`src/rtl/wm_fifo_pkg.sv`:
```
package wm_fifo_pkg;

  // Kind of access that takes effect in a cycle
  typedef enum logic [1:0] {
    ACC_NONE = 2'b00,
    ACC_PUSH = 2'b01,
    ACC_POP  = 2'b10,
    ACC_BOTH = 2'b11
  } acc_e;

  function automatic acc_e classify(input logic push_ok, input logic pop_ok);
    return acc_e'({pop_ok, push_ok});
  endfunction

endpackage

```
`src/rtl/wm_fifo_mem.sv`:
```
module wm_fifo_mem #(
  parameter int DATA_W = 8,
  parameter int ADDR_W = 4
) (
  input  logic              clk,
  input  logic              rst_n,
  input  logic              we,
  input  logic [ADDR_W-1:0] waddr,
  input  logic [DATA_W-1:0] wdata,
  input  logic              re,
  input  logic [ADDR_W-1:0] raddr,
  output logic [DATA_W-1:0] rdata
);
  localparam int DEPTH = 1 << ADDR_W;

  logic [DATA_W-1:0] store [DEPTH];

  // Write port: no reset so the array maps onto block RAM
  always_ff @(posedge clk) begin
    if (we) store[waddr] <= wdata;
  end

  // Registered read port, holds when not reading
  always_ff @(posedge clk or negedge rst_n) begin
    if (!rst_n)  rdata <= '0;
    else if (re) rdata <= store[raddr];
  end

endmodule

```
`src/rtl/wm_fifo_ctrl.sv`:
```
module wm_fifo_ctrl
  import wm_fifo_pkg::*;
#(
  parameter int ADDR_W = 4,
  localparam int CNT_W = ADDR_W + 1
) (
  input  logic              clk,
  input  logic              rst_n,
  input  logic              wr_en,
  input  logic              rd_en,
  input  logic              full,
  input  logic              empty,
  output logic              wr_go,
  output logic              rd_go,
  output logic [ADDR_W-1:0] wr_ptr,
  output logic [ADDR_W-1:0] rd_ptr,
  output logic [CNT_W-1:0]  cnt,
  output logic              err
);
  localparam logic [CNT_W-1:0]  CNT_ONE = CNT_W'(1);
  localparam logic [CNT_W-1:0]  CNT_MAX = CNT_W'(1 << ADDR_W);

  // Named internal events
  logic wr_drop, rd_drop, bad_now;
  acc_e kind;

  function automatic logic [ADDR_W-1:0] ptr_step(input logic [ADDR_W-1:0] p);
    return p + ADDR_W'(1);
  endfunction

  function automatic logic [CNT_W-1:0] count_next(input logic [CNT_W-1:0] c,
                                                   input acc_e k);
    case (k)
      ACC_PUSH: return c + CNT_ONE;
      ACC_POP:  return c - CNT_ONE;
      default:  return c;
    endcase
  endfunction

  assign wr_go   = wr_en & ~full;
  assign rd_go   = rd_en & ~empty;
  assign wr_drop = wr_en & full;
  assign rd_drop = rd_en & empty;
  assign bad_now = wr_drop | rd_drop;
  assign kind    = classify(wr_go, rd_go);

  always_ff @(posedge clk or negedge rst_n) begin
    if (!rst_n) begin
      wr_ptr <= '0;
      rd_ptr <= '0;
      cnt    <= '0;
      err    <= 1'b0;
    end else begin
      if (wr_go) wr_ptr <= ptr_step(wr_ptr);
      if (rd_go) rd_ptr <= ptr_step(rd_ptr);
      cnt <= count_next(cnt, kind);
      err <= bad_now;
    end
  end

  // occupancy never exceeds the array size
  a_r2_no_overflow: assert property (@(posedge clk) disable iff (!rst_n)
    cnt <= CNT_MAX);

  // occupancy moves by at most one word per cycle
  a_r3_count_step: assert property (@(posedge clk) disable iff (!rst_n)
    (cnt == $past(cnt)) || (cnt == $past(cnt) + CNT_ONE) || (cnt == $past(cnt) - CNT_ONE));

  // a write while full leaves the write pointer where it was
  a_r6_full_write_held: assert property (@(posedge clk) disable iff (!rst_n)
    (wr_en && full) |=> (wr_ptr == $past(wr_ptr)));

  // a read while empty leaves the read pointer where it was
  a_r7_empty_read_held: assert property (@(posedge clk) disable iff (!rst_n)
    (rd_en && empty) |=> (rd_ptr == $past(rd_ptr)));

  // pointers coincide only at empty or full
  a_r10_ptr_meet: assert property (@(posedge clk) disable iff (!rst_n)
    (wr_ptr == rd_ptr) |-> (empty || full));

endmodule

```
`src/rtl/wm_fifo_flags.sv`:
```
module wm_fifo_flags #(
  parameter int ADDR_W       = 4,
  parameter int AFULL_LEVEL  = 12,
  parameter int AEMPTY_LEVEL = 3,
  localparam int CNT_W = ADDR_W + 1
) (
  input  logic             clk,
  input  logic             rst_n,
  input  logic [CNT_W-1:0] cnt,
  output logic             empty,
  output logic             full,
  output logic             afull,
  output logic             aempty
);
  localparam logic [CNT_W-1:0] CNT_MAX = CNT_W'(1 << ADDR_W);
  localparam logic [CNT_W-1:0] AF_LVL  = CNT_W'(AFULL_LEVEL);
  localparam logic [CNT_W-1:0] AE_LVL  = CNT_W'(AEMPTY_LEVEL);

  function automatic logic at_least(input logic [CNT_W-1:0] c,
                                    input logic [CNT_W-1:0] lvl);
    return c >= lvl;
  endfunction

  function automatic logic at_most(input logic [CNT_W-1:0] c,
                                   input logic [CNT_W-1:0] lvl);
    return c <= lvl;
  endfunction

  assign empty  = (cnt == '0);
  assign full   = (cnt == CNT_MAX);
  assign afull  = at_least(cnt, AF_LVL);
  assign aempty = at_most(cnt, AE_LVL);

  // never empty and full together
  a_r2_flag_excl: assert property (@(posedge clk) disable iff (!rst_n)
    !(empty && full));

  // the watermarks bracket the hard limits
  a_r4_full_has_afull: assert property (@(posedge clk) disable iff (!rst_n)
    full |-> afull);

  a_r4_empty_has_aempty: assert property (@(posedge clk) disable iff (!rst_n)
    empty |-> aempty);

endmodule

```
`src/rtl/wm_fifo.sv`:
```
module wm_fifo #(
  parameter int DATA_W       = 8,
  parameter int ADDR_W       = 4,
  parameter int AFULL_LEVEL  = 12,
  parameter int AEMPTY_LEVEL = 3,
  localparam int CNT_W = ADDR_W + 1
) (
  input  logic              clk,
  input  logic              rst_n,
  input  logic              wr_en,
  input  logic [DATA_W-1:0] wr_data,
  input  logic              rd_en,
  output logic [DATA_W-1:0] rd_data,
  output logic [CNT_W-1:0]  level,
  output logic              is_empty,
  output logic              is_full,
  output logic              near_full,
  output logic              near_empty,
  output logic              bad_access
);
  logic              wr_go, rd_go;
  logic [ADDR_W-1:0] wr_ptr, rd_ptr;

  wm_fifo_ctrl #(.ADDR_W(ADDR_W)) u_ctrl (
    .clk    (clk),
    .rst_n  (rst_n),
    .wr_en  (wr_en),
    .rd_en  (rd_en),
    .full   (is_full),
    .empty  (is_empty),
    .wr_go  (wr_go),
    .rd_go  (rd_go),
    .wr_ptr (wr_ptr),
    .rd_ptr (rd_ptr),
    .cnt    (level),
    .err    (bad_access)
  );

  wm_fifo_flags #(
    .ADDR_W       (ADDR_W),
    .AFULL_LEVEL  (AFULL_LEVEL),
    .AEMPTY_LEVEL (AEMPTY_LEVEL)
  ) u_flags (
    .clk    (clk),
    .rst_n  (rst_n),
    .cnt    (level),
    .empty  (is_empty),
    .full   (is_full),
    .afull  (near_full),
    .aempty (near_empty)
  );

  wm_fifo_mem #(.DATA_W(DATA_W), .ADDR_W(ADDR_W)) u_mem (
    .clk   (clk),
    .rst_n (rst_n),
    .we    (wr_go),
    .waddr (wr_ptr),
    .wdata (wr_data),
    .re    (rd_go),
    .raddr (rd_ptr),
    .rdata (rd_data)
  );

  // an illegal access is reported the next cycle
  a_r8_err_follows: assert property (@(posedge clk) disable iff (!rst_n)
    ((wr_en && is_full) || (rd_en && is_empty)) |=> bad_access);

  a_r8_err_quiet: assert property (@(posedge clk) disable iff (!rst_n)
    !((wr_en && is_full) || (rd_en && is_empty)) |=> !bad_access);

  // a legal read and write together keep the level
  a_r9_both_hold: assert property (@(posedge clk) disable iff (!rst_n)
    (wr_en && rd_en && !is_full && !is_empty) |=> $stable(level));

  // output word only changes after an accepted read
  a_r5_dout_hold: assert property (@(posedge clk) disable iff (!rst_n)
    !(rd_en && !is_empty) |=> $stable(rd_data));

endmodule

```
`config.mk`:
```
export PLATFORM = sky130hd
export DESIGN_NAME = wm_fifo
export DESIGN_NICKNAME = d
export VERILOG_FILES = /design/src/rtl/wm_fifo_pkg.sv /design/src/rtl/wm_fifo_mem.sv /design/src/rtl/wm_fifo_ctrl.sv /design/src/rtl/wm_fifo_flags.sv /design/src/rtl/wm_fifo.sv
export SDC_FILE = /design/constraint.sdc
export NUM_CORES = 1
export LEC_CHECK = 0
export ABC_AREA = 1
export BUFFER_PORTS_ARGS = -buffer_cell sky130_fd_sc_hd__buf_4
export CAP_MARGIN = 10
export CORE_UTILIZATION = 55
export DETAILED_ROUTE_END_ITERATION = 12
export PLACE_DENSITY = 0.82
export SLEW_MARGIN = 10
export SYNTH_ARGS = -nofsm -noshare
export SYNTH_HDL_FRONTEND = slang
export SYNTH_HIERARCHICAL = 1
export SYNTH_SLANG_ARGS = --single-unit
export TNS_END_PERCENT = 1
```
`constraint.sdc`:
```
create_clock -name clk -period 2.9 [get_ports clk]
set_input_delay 0.58 -clock clk [delete_from_list [all_inputs] [get_ports clk]]
set_output_delay 0.58 -clock clk [all_outputs]
set_load 0.02 [all_outputs]
```
==> impl_metrics.toml, run 1 <==
[cells_and_area]
final_cell_mix = "nand2_1, edfxtp_1, nand3_1, buf_4, nor2_1"
layout_commonest_cell = "nand2_1"
multi_input_area_mm2 = 0.00171
fillers = 818
register_area_mm2 = 0.00440
finalInstanceArea_mm2 = 0.00726
drive_above_1_share_pct = 12.7
areaGrowthSynthToFinish_pct = 12.7
fin_util_pct = 63.6
antenna_cells = 0
nets = 626

[worst_setup_path]
critPathLaunchType = "flip-flop"
reg2reg_to = "u_ctrl/cnt[4]"
cp_max_fo = 9
r2r_cells = 16
critical_path_class = "flip-flop to flip-flop"
r2r_slack_ps = 370
arrival_ps = 2840
r2r_start = "u_ctrl/cnt[1]"
startpoint = "u_ctrl/cnt[1]"
required_ps = 3210
cp-end-kind = "flip-flop"

[timing]
hold_viol = 0
slew_viol_final = 0
final.setup.tns_ps = 0
maxSlewHeadroom_pct = 41.8
fmax_mhz = 395
setup_viol = 0
worst_pin_slew_ps = 870
finalCritPeriodShare_pct = 87.2
rsz0062_at_grt = "no"
fin_ws_ps = 371
finalCriticalPeriod_ps = 2530
skew_ps = 7.98

[global_route]
grt_pass1_wl_um = 21700
grt_max_degree = 68
grt.overflow.total = 0
grt_pass1_vias = 4074
antenna_found_initial = 0
grtUsageTotal_pct = 25.3

[placement]
placed_area_mm2 = 0.00666
numPortBuffers = 29
pre_cts_slack_ps = 450
place_congestion = 0.800
post-dp-hpwl_um = 8080

[clock_tree]
tritoncts = "done"
clockBufferDepth = 2
clk_pin_slew_ps = 60
cts_root_buffer = "clkbuf_16"
cts_setup_buffers = 0
post_cts_resized = 0
cts.sinks = 150
htreeDepth = 4
clk_latency_ps = 420
cts_buffers = 17
holdBufCountCts = 0

[run_status]
status = "complete, no violations"

[floorplan]
die_h_um = 110
die_area_mm2 = 0.0122
rows = 39
initial_core_util_pct = 56.5
core_mm2 = 0.0114
io_pins = 30
die_w_um = 110

[power_and_ir_drop]
vdd_drop_max_mv = 0.516
cellLeakagePower_nw = 2.92
total_power_mw = 7.91
power_density_mw_per_mm2 = 1090

[synth]
synth_seq_cells = 150
netlist.area_leader.share_pct = 59.6
seq_area_frac_synth_pct = 68.2
synth_cells = 577
synth_top_area_cell = "edfxtp_1"
ys.warnings.count = 6
synth_area_mm2 = 0.00645
syn_nets = 595
ys_types = 25
synthTopCellsByArea = "edfxtp_1, nand2_1, dfrtp_1, nand3_1, buf_6"
avgSynthCellArea_um2 = 11.2

[routing]
wl_um = 14100
postRouteAntennaNets = 0
drcViolationCount = 0
dr.pass1.iters = 5
drt_iter0_drc = 508
avgRoutedWirePerCell_um = 18.4
vias = 4411
viasPerCell = 5.77

[hold_path]
hold_path_class = "input port to asynchronous set/reset pin"

[flow_run]
drv_cap = 0
## cell families (layout without fill, tap and decap cells)
group	after synthesis	after routing	share of synthesized area, %
and+or+nand+nor	359	359	23.5
DFF	150	150	68.2
buffers and inverters	48	92	5.38
adders and majority gates	6	6	1.16
AOI/OAI and AO/OA	5	5	0.485
muxes	1	1	0.175
xor gates and xnor gates	8	8	1.09
## power by group
group | leakage, nW | total [mW] | internal (mW) | switching [mW]
clock | 0.280 | 2.23 | 1.36 | 0.873
sequential | 1.42 | 2.91 | 2.70 | 0.209
combinational | 1.22 | 2.77 | 0.858 | 1.91
total | 2.92 | 7.91 | 4.91 | 3.00
## sequential cells by signal, summed over array words and instances, names as in the netlist
signal         cells
u_ctrl/rd_ptr      4
u_ctrl/wr_ptr      4
u_mem/rdata        8
u_ctrl/err         1
u_ctrl/cnt         5
u_mem/store      128
## area by class of cell
cell class,instances,share of cell area [%]
flip-flops and latches,150,60.5
multi-input cells,379,23.5
clock buffers,17,5.86
repair buffers,37,4.00
clock inverters,15,2.48
well taps,143,2.46
inverters,23,1.19
## synthesized netlist by cell type (all sizes together)
| library cell | number |
|---|---|
| nand2 | 227 |
| edfxtp | 128 |
| nand3 | 103 |
| nor2 | 26 |
| inv | 23 |
| dfrtp | 22 |
| buf | 18 |
| clkbuf | 7 |
| ha | 6 |
| xnor2 | 5 |
| xor2 | 3 |
| nand4 | 2 |
| o21ai | 2 |
| a21oi | 1 |
| a22o | 1 |
| mux2 | 1 |
| nand3b | 1 |
| o21bai | 1 |
## per-stage QoR
stage          instances  hold slack (ps)
6_report             764             46.8
3_5_place_dp         732              478
2_1_floorplan        577              284
4_1_cts              764             42.4
5_1_grt              764             52.7
3_3_place_gp         732              471
## per-layer routing
metal  wire length [µm]  vias up  GRT usage [%]
li1                   -     2013              -
met2               6910      263           40.0
met5                  0        -              0
met4                361        0           12.8
met3               1170       45           5.76
met1               5630     2090           33.1
## worst max path at each step
stage                          endpoint  slack [ps]  cells after the start
final                     u_ctrl/cnt[4]         370                     16
after global routing      u_ctrl/cnt[4]         160                     16
after CTS                 u_ctrl/cnt[4]         450                     16
after detailed placement  u_ctrl/cnt[4]         450                     16
after global placement    u_ctrl/cnt[4]         640                     16
after floorplan           u_ctrl/cnt[4]         450                     16
## worst max-delay path, stage by stage, from the launching register on
cell,delay (ps)
dfrtp_1,430
nor2_1,230
nand2_1,90
nor2_1,260
nor2_4,130
inv_1,130
ha_1,280
nand2_1,100
inv_2,90
nor2_4,40
ha_1,170
inv_1,50
nand2_1,80
nand3_1,120
nand3b_1,90
nand3_1,90
nand2_1,50
(Power assumes the default switching activity.)
==> run 2: changes to the inputs <==
Settings changed: PLACE_DENSITY 0.82 to 0.81, SYNTH_HIERARCHICAL 1 to not set.
==> impl_metrics.toml, run 2 <==
[run_status]
status = "complete, no violations"

[hold_path]
hold_path_class = "input port to asynchronous set/reset pin"

[cells_and_area]
final_cell_mix = "nand2_1, edfxtp_1, inv_1, nand3_1, buf_4"
layout_commonest_cell = "nand2_1"
register_area_mm2 = 0.00440
areaGrowthSynthToFinish_pct = 14.1
antenna_cells = 0
largest_reg_flops = 128
largest-register = "u_mem.store"
top_regs = "u_mem.store (128), u_mem.rdata (8), u_ctrl.cnt (5)"
fillers = 806
nets = 729
drive_above_1_share_pct = 10.7
multi_input_area_mm2 = 0.00169

[timing]
finalCriticalPeriod_ps = 2630
maxSlewHeadroom_pct = 20.8
skew_ps = 12.4
finalCritPeriodShare_pct = 90.6
fmax_mhz = 380
rsz0062_at_grt = "no"
slew_viol_final = 0
hold_viol = 0
final.setup.tns_ps = 0
setup_viol = 0
worst_pin_slew_ps = 1190

[global_route]
antenna_found_initial = 0
grt_pass1_wl_um = 23900
grtUsageTotal_pct = 25.7
grt_pass1_vias = 4646
grt_max_degree = 67
grt.overflow.total = 0

[worst_setup_path]
r2r_slack_ps = 270
required_ps = 3230
critical_path_class = "flip-flop to flip-flop"
critPathLaunchType = "flip-flop"
slowest_stage = "dfrtp_1"
crit_chain = "nor2_2 > nand3_1 > nand2_4 > inv_1 > ha_1 > xor2_1 > ha_1 > inv_1 > nand2_1 > nand3_1 > nand2_1 > nand2_1 > nand2_1 > nand2_1 > nand2_1"
cp_max_fo = 14
startpoint = "u_ctrl.cnt[2]"
max_stage_delay_ps = 430
cp_common_cell = "nand2_1"
arrival_ps = 2960
r2r_start = "u_ctrl.cnt[2]"
cp-end-kind = "flip-flop"

[synth]
synth_top_area_cell = "edfxtp_1"
synth-main-ff-cell = "edfxtp_1"
synth_cells = 674
synth_area_mm2 = 0.00670
netlist.area_leader.share_pct = 57.4
synth_edf_count = 128
ys_types = 24
synth.most_common_cell = "nand2_1"
syn_nets = 694
seq_area_frac_synth_pct = 65.6
ys.warnings.count = 0
synthArstFlopShare_pct = 14.7
synthTopCellsByArea = "edfxtp_1, nand2_1, dfrtp_1, nand3_1, inv_1"
avgSynthCellArea_um2 = 9.94
synth_seq_cells = 150
ys_top_cells_by_count = "nand2_1, edfxtp_1, inv_1, nand3_1, dfrtp_1"

[clock_tree]
holdBufCountCts = 0
clockBufferDepth = 2
cts_root_buffer = "clkbuf_16"
cts_setup_buffers = 0
cts.sinks = 150
htreeDepth = 4
tritoncts = "done"
post_cts_resized = 0
clk_latency_ps = 430
cts_buffers = 17
clk_pin_slew_ps = 70

[placement]
place_congestion = 0.858
post-dp-hpwl_um = 9200
numPortBuffers = 29

[power_and_ir_drop]
total_power_mw = 7.87
vdd_drop_max_mv = 0.641
cellLeakagePower_nw = 3.48
power_density_mw_per_mm2 = 1030

[floorplan]
core_mm2 = 0.0117
die_area_mm2 = 0.0126
initial_core_util_pct = 57.4
rows = 39
die_w_um = 112
die_h_um = 112
io_pins = 30

[routing]
vias = 4745
viasPerCell = 5.49
dr.pass1.iters = 5
postRouteAntennaNets = 0
drcViolationCount = 0
drt_iter0_drc = 473
avgRoutedWirePerCell_um = 17.6
wl_um = 15200

[flow_run]
drv_cap = 0
## run 2: cell families (layout without fill, tap and decap cells)
kind of cell	Yosys count	after routing	synth area share, %
buf+inv	146	194	9.11
simple gates	355	355	22.1
flops	150	150	65.6
compound gates	6	6	0.560
fa+ha+maj	8	8	1.49
xor+xnor	9	9	1.18
## run 2: final timing paths
check	to	cells past startpoint
max in group asynchronous	u_ctrl.rd_ptr[0]	1
min in group clk	u_ctrl.err	2
worst min-delay path	u_ctrl.err	1
worst max-delay path	u_ctrl.cnt[4]	15
worst max register to register	u_ctrl.cnt[4]	15
worst min register to register	u_mem.rdata[7]	2
## run 2: stage by stage
step           instance area, µm²  util [%]  instances  setup slack [ps]  hold slack [ps]
2_1_floorplan                6700         -        674               621              284
3_3_place_gp                 7050      60.4        833               558              472
3_5_place_dp                 7050      60.4        833               380              471
4_1_cts                      7640      65.5        865               322             14.7
5_1_grt                      7640      65.5        865              99.0             40.0
6_report                     7640      65.5        865               271             20.0
## run 2: power by group
| part | internal, mW | total, mW | leakage [nW] | switching [mW] |
|---|---|---|---|---|
| Combinational | 0.863 | 2.76 | 1.78 | 1.90 |
| Clock | 1.29 | 2.23 | 0.282 | 0.939 |
| Sequential | 2.69 | 2.88 | 1.42 | 0.195 |
| Total | 4.84 | 7.87 | 3.48 | 3.03 |
## run 2: area by class of cell
| cell class | instances | share of cell area (%) |
|---|---|---|
| repair buffers | 42 | 4.29 |
| multi-input cells | 378 | 22.2 |
| clock buffers | 17 | 5.57 |
| well taps | 143 | 2.34 |
| clock inverters | 15 | 2.23 |
| flip-flops and latches | 150 | 57.5 |
| inverters | 120 | 5.89 |
## run 2: metal layers
metal / up-vias / share of wire (%) / GRT usage [%]
met4: 0 / 3.1 / 12.9
met1: 2260 / 39 / 32.4
met5: - / 0 / 0
li1: 2220 / - / -
met3: 42 / 7.7 / 5.56
met2: 223 / 51 / 42.4
## run 2: critical path: cells and delay by family, from the launching register on
family,cells,cell delay [ps]
adder cells (fa/ha/maj),2,560
XOR/XNOR,1,210
buffers and inverters,2,270
AND/OR/NAND/NOR,10,1040
flip-flops,1,430
==> run 3: changes to the inputs <==
Settings changed: HOLD_SLACK_MARGIN set to 0.08.
==> impl_metrics.toml, run 3 (synthesized netlist as in run 2, its figures left out) <==
[floorplan]
core_mm2 = 0.0117
die_area_mm2 = 0.0126
die_h_um = 112
initial_core_util_pct = 57.4
die_w_um = 112
io_pins = 30
rows = 39

[routing]
drcViolationCount = 0
postRouteAntennaNets = 0
drt_iter0_drc = 542
dr.pass1.iters = 5
vias = 4726
wl_um = 15300
viasPerCell = 5.46
avgRoutedWirePerCell_um = 17.6

[flow_run]
drv_cap = 0

[worst_setup_path]
r2r_slack_ps = 290
critPathLaunchType = "flip-flop"
required_ps = 3230
cp-end-kind = "flip-flop"
cp_max_fo = 14
arrival_ps = 2940
reg2reg_to = "u_ctrl.cnt[4]"
r2r_start = "u_ctrl.cnt[2]"
critical_path_class = "flip-flop to flip-flop"
r2r_cells = 15

[cells_and_area]
top_regs = "u_mem.store (128), u_mem.rdata (8), u_ctrl.cnt (5)"
layout_commonest_cell = "nand2_1"
drive_above_1_share_pct = 10.7
largest-register = "u_mem.store"
final_cell_mix = "nand2_1, edfxtp_1, inv_1, nand3_1, buf_4"
largest_reg_flops = 128
fin_util_pct = 65.6
nets = 730
stdcell_count = 866
antenna_cells = 0
areaGrowthSynthToFinish_pct = 14.2

[placement]
post-dp-hpwl_um = 9200
dp.cells = 833
place_congestion = 0.858
numPortBuffers = 29

[timing]
final.setup.tns_ps = 0
maxSlewHeadroom_pct = 20.2
rsz0062_at_grt = "no"
setup_viol = 0
slew_viol_final = 0
finalCritPeriodShare_pct = 90.1
finalCriticalPeriod_ps = 2610
hold_viol = 0
worst_pin_slew_ps = 1200
skew_ps = 13.0
fmax_mhz = 383

[power_and_ir_drop]
cellLeakagePower_nw = 3.48
vdd_drop_max_mv = 0.640
clkPwrFrac_pct = 28.3
switching_share_pct = 38.5
power_switching_mw = 3.03
p_comb_share_pct = 35.1
p_seq_share_pct = 36.6
power.internal_mw = 4.84
power_density_mw_per_mm2 = 1030

[clock_tree]
cts.sinks = 150
htreeDepth = 4
cts_root_buffer = "clkbuf_16"
post_cts_resized = 0
tritoncts = "done"
clockBufferDepth = 2
cts_buffers = 17
clk_latency_ps = 430
clk_pin_slew_ps = 70

[run_status]
status = "complete, no violations"

[global_route]
grtUsageTotal_pct = 25.8
grt_pass1_vias = 4650
antenna_found_initial = 0
grt_max_degree = 67
grt_pass1_wl_um = 23900
grt.overflow.total = 0

[hold_path]
hold_path_class = "input port to flip-flop"
hold-path-cell-count = 2
hp-start = "wr_en"
hold_path_end = "u_ctrl.err"
## run 3: changes by cell type in the layout (fill, tap and decap cells not counted)
cell	delta
dlygate4sd3_1	+1
## run 3: layer usage
metal | track usage (%) | wire length, µm
met5 | 0 | 0
met4 | 12.9 | 527
met3 | 5.51 | 1360
met2 | 42.5 | 7660
met1 | 32.6 | 5710
## run 3: critical path, stage by stage, from the launching register on
cell and delay (ps):
dfrtp_1 430, nor2_2 210, nand3_1 180, nand2_4 160
inv_1 210, ha_1 360, xor2_1 210, ha_1 200
inv_1 60, nand2_1 90, nand3_1 130, nand2_1 70
nand2_1 60, nand2_1 50, nand2_1 50, nand2_1 50
## run 3: cell type report
cell class | count | area [µm²]
fill | 805 | 4010
timing repair buffer | 43 | 338
sequential | 150 | 4400
inverter | 120 | 450
clock inverter | 15 | 170
clock buffer | 17 | 425
multi-input combinational | 378 | 1690
tap | 143 | 179
## run 3: how the worst max path moves through the flow
| stage | slack (ps) | endpoint | cells past startpoint | from |
|---|---|---|---|---|
| after floorplan | 620 | u_ctrl.cnt[4] | 16 | u_ctrl.cnt[2] |
| after global placement | 560 | u_ctrl.cnt[4] | 15 | u_ctrl.cnt[2] |
| after detailed placement | 380 | u_ctrl.cnt[4] | 15 | u_ctrl.cnt[2] |
| after CTS | 320 | u_ctrl.cnt[4] | 15 | u_ctrl.cnt[2] |
| after global routing | 90 | u_ctrl.cnt[4] | 15 | u_ctrl.cnt[2] |
| final | 290 | u_ctrl.cnt[4] | 15 | u_ctrl.cnt[2] |
## run 3: power by group through the flow
| stage | clock (mW) | sequential (mW) | combinational [mW] |
|---|---|---|---|
| final | 2.22 | 2.88 | 2.76 |
| after global routing | 2.30 | 2.91 | 3.04 |
| after CTS | 2.23 | 2.88 | 2.74 |
| after detailed placement | 0 | 2.92 | 2.69 |
| after global placement | 0 | 2.90 | 2.60 |
| after floorplan | 0 | 2.98 | 1.81 |
## run 3: timing repair
action,4_1_cts,5_1_grt
endpoints found under the hold margin,22,0
setup buffers,0,0
hold buffers,1,0
## run 3: per-stage QoR
| stage | hold WS, ps | power [mW] | cell area, µm² | setup WS (ps) |
|---|---|---|---|---|
| 2_1_floorplan | 284 | 4.79 | 6700 | 621 |
| 5_1_grt | 423 | 8.25 | 7650 | 89.1 |
| 4_1_cts | 388 | 7.85 | 7650 | 322 |
| 3_5_place_dp | 471 | 5.61 | 7050 | 380 |
| 6_report | 412 | 7.87 | 7650 | 288 |
| 3_3_place_gp | 472 | 5.50 | 7050 | 558 |
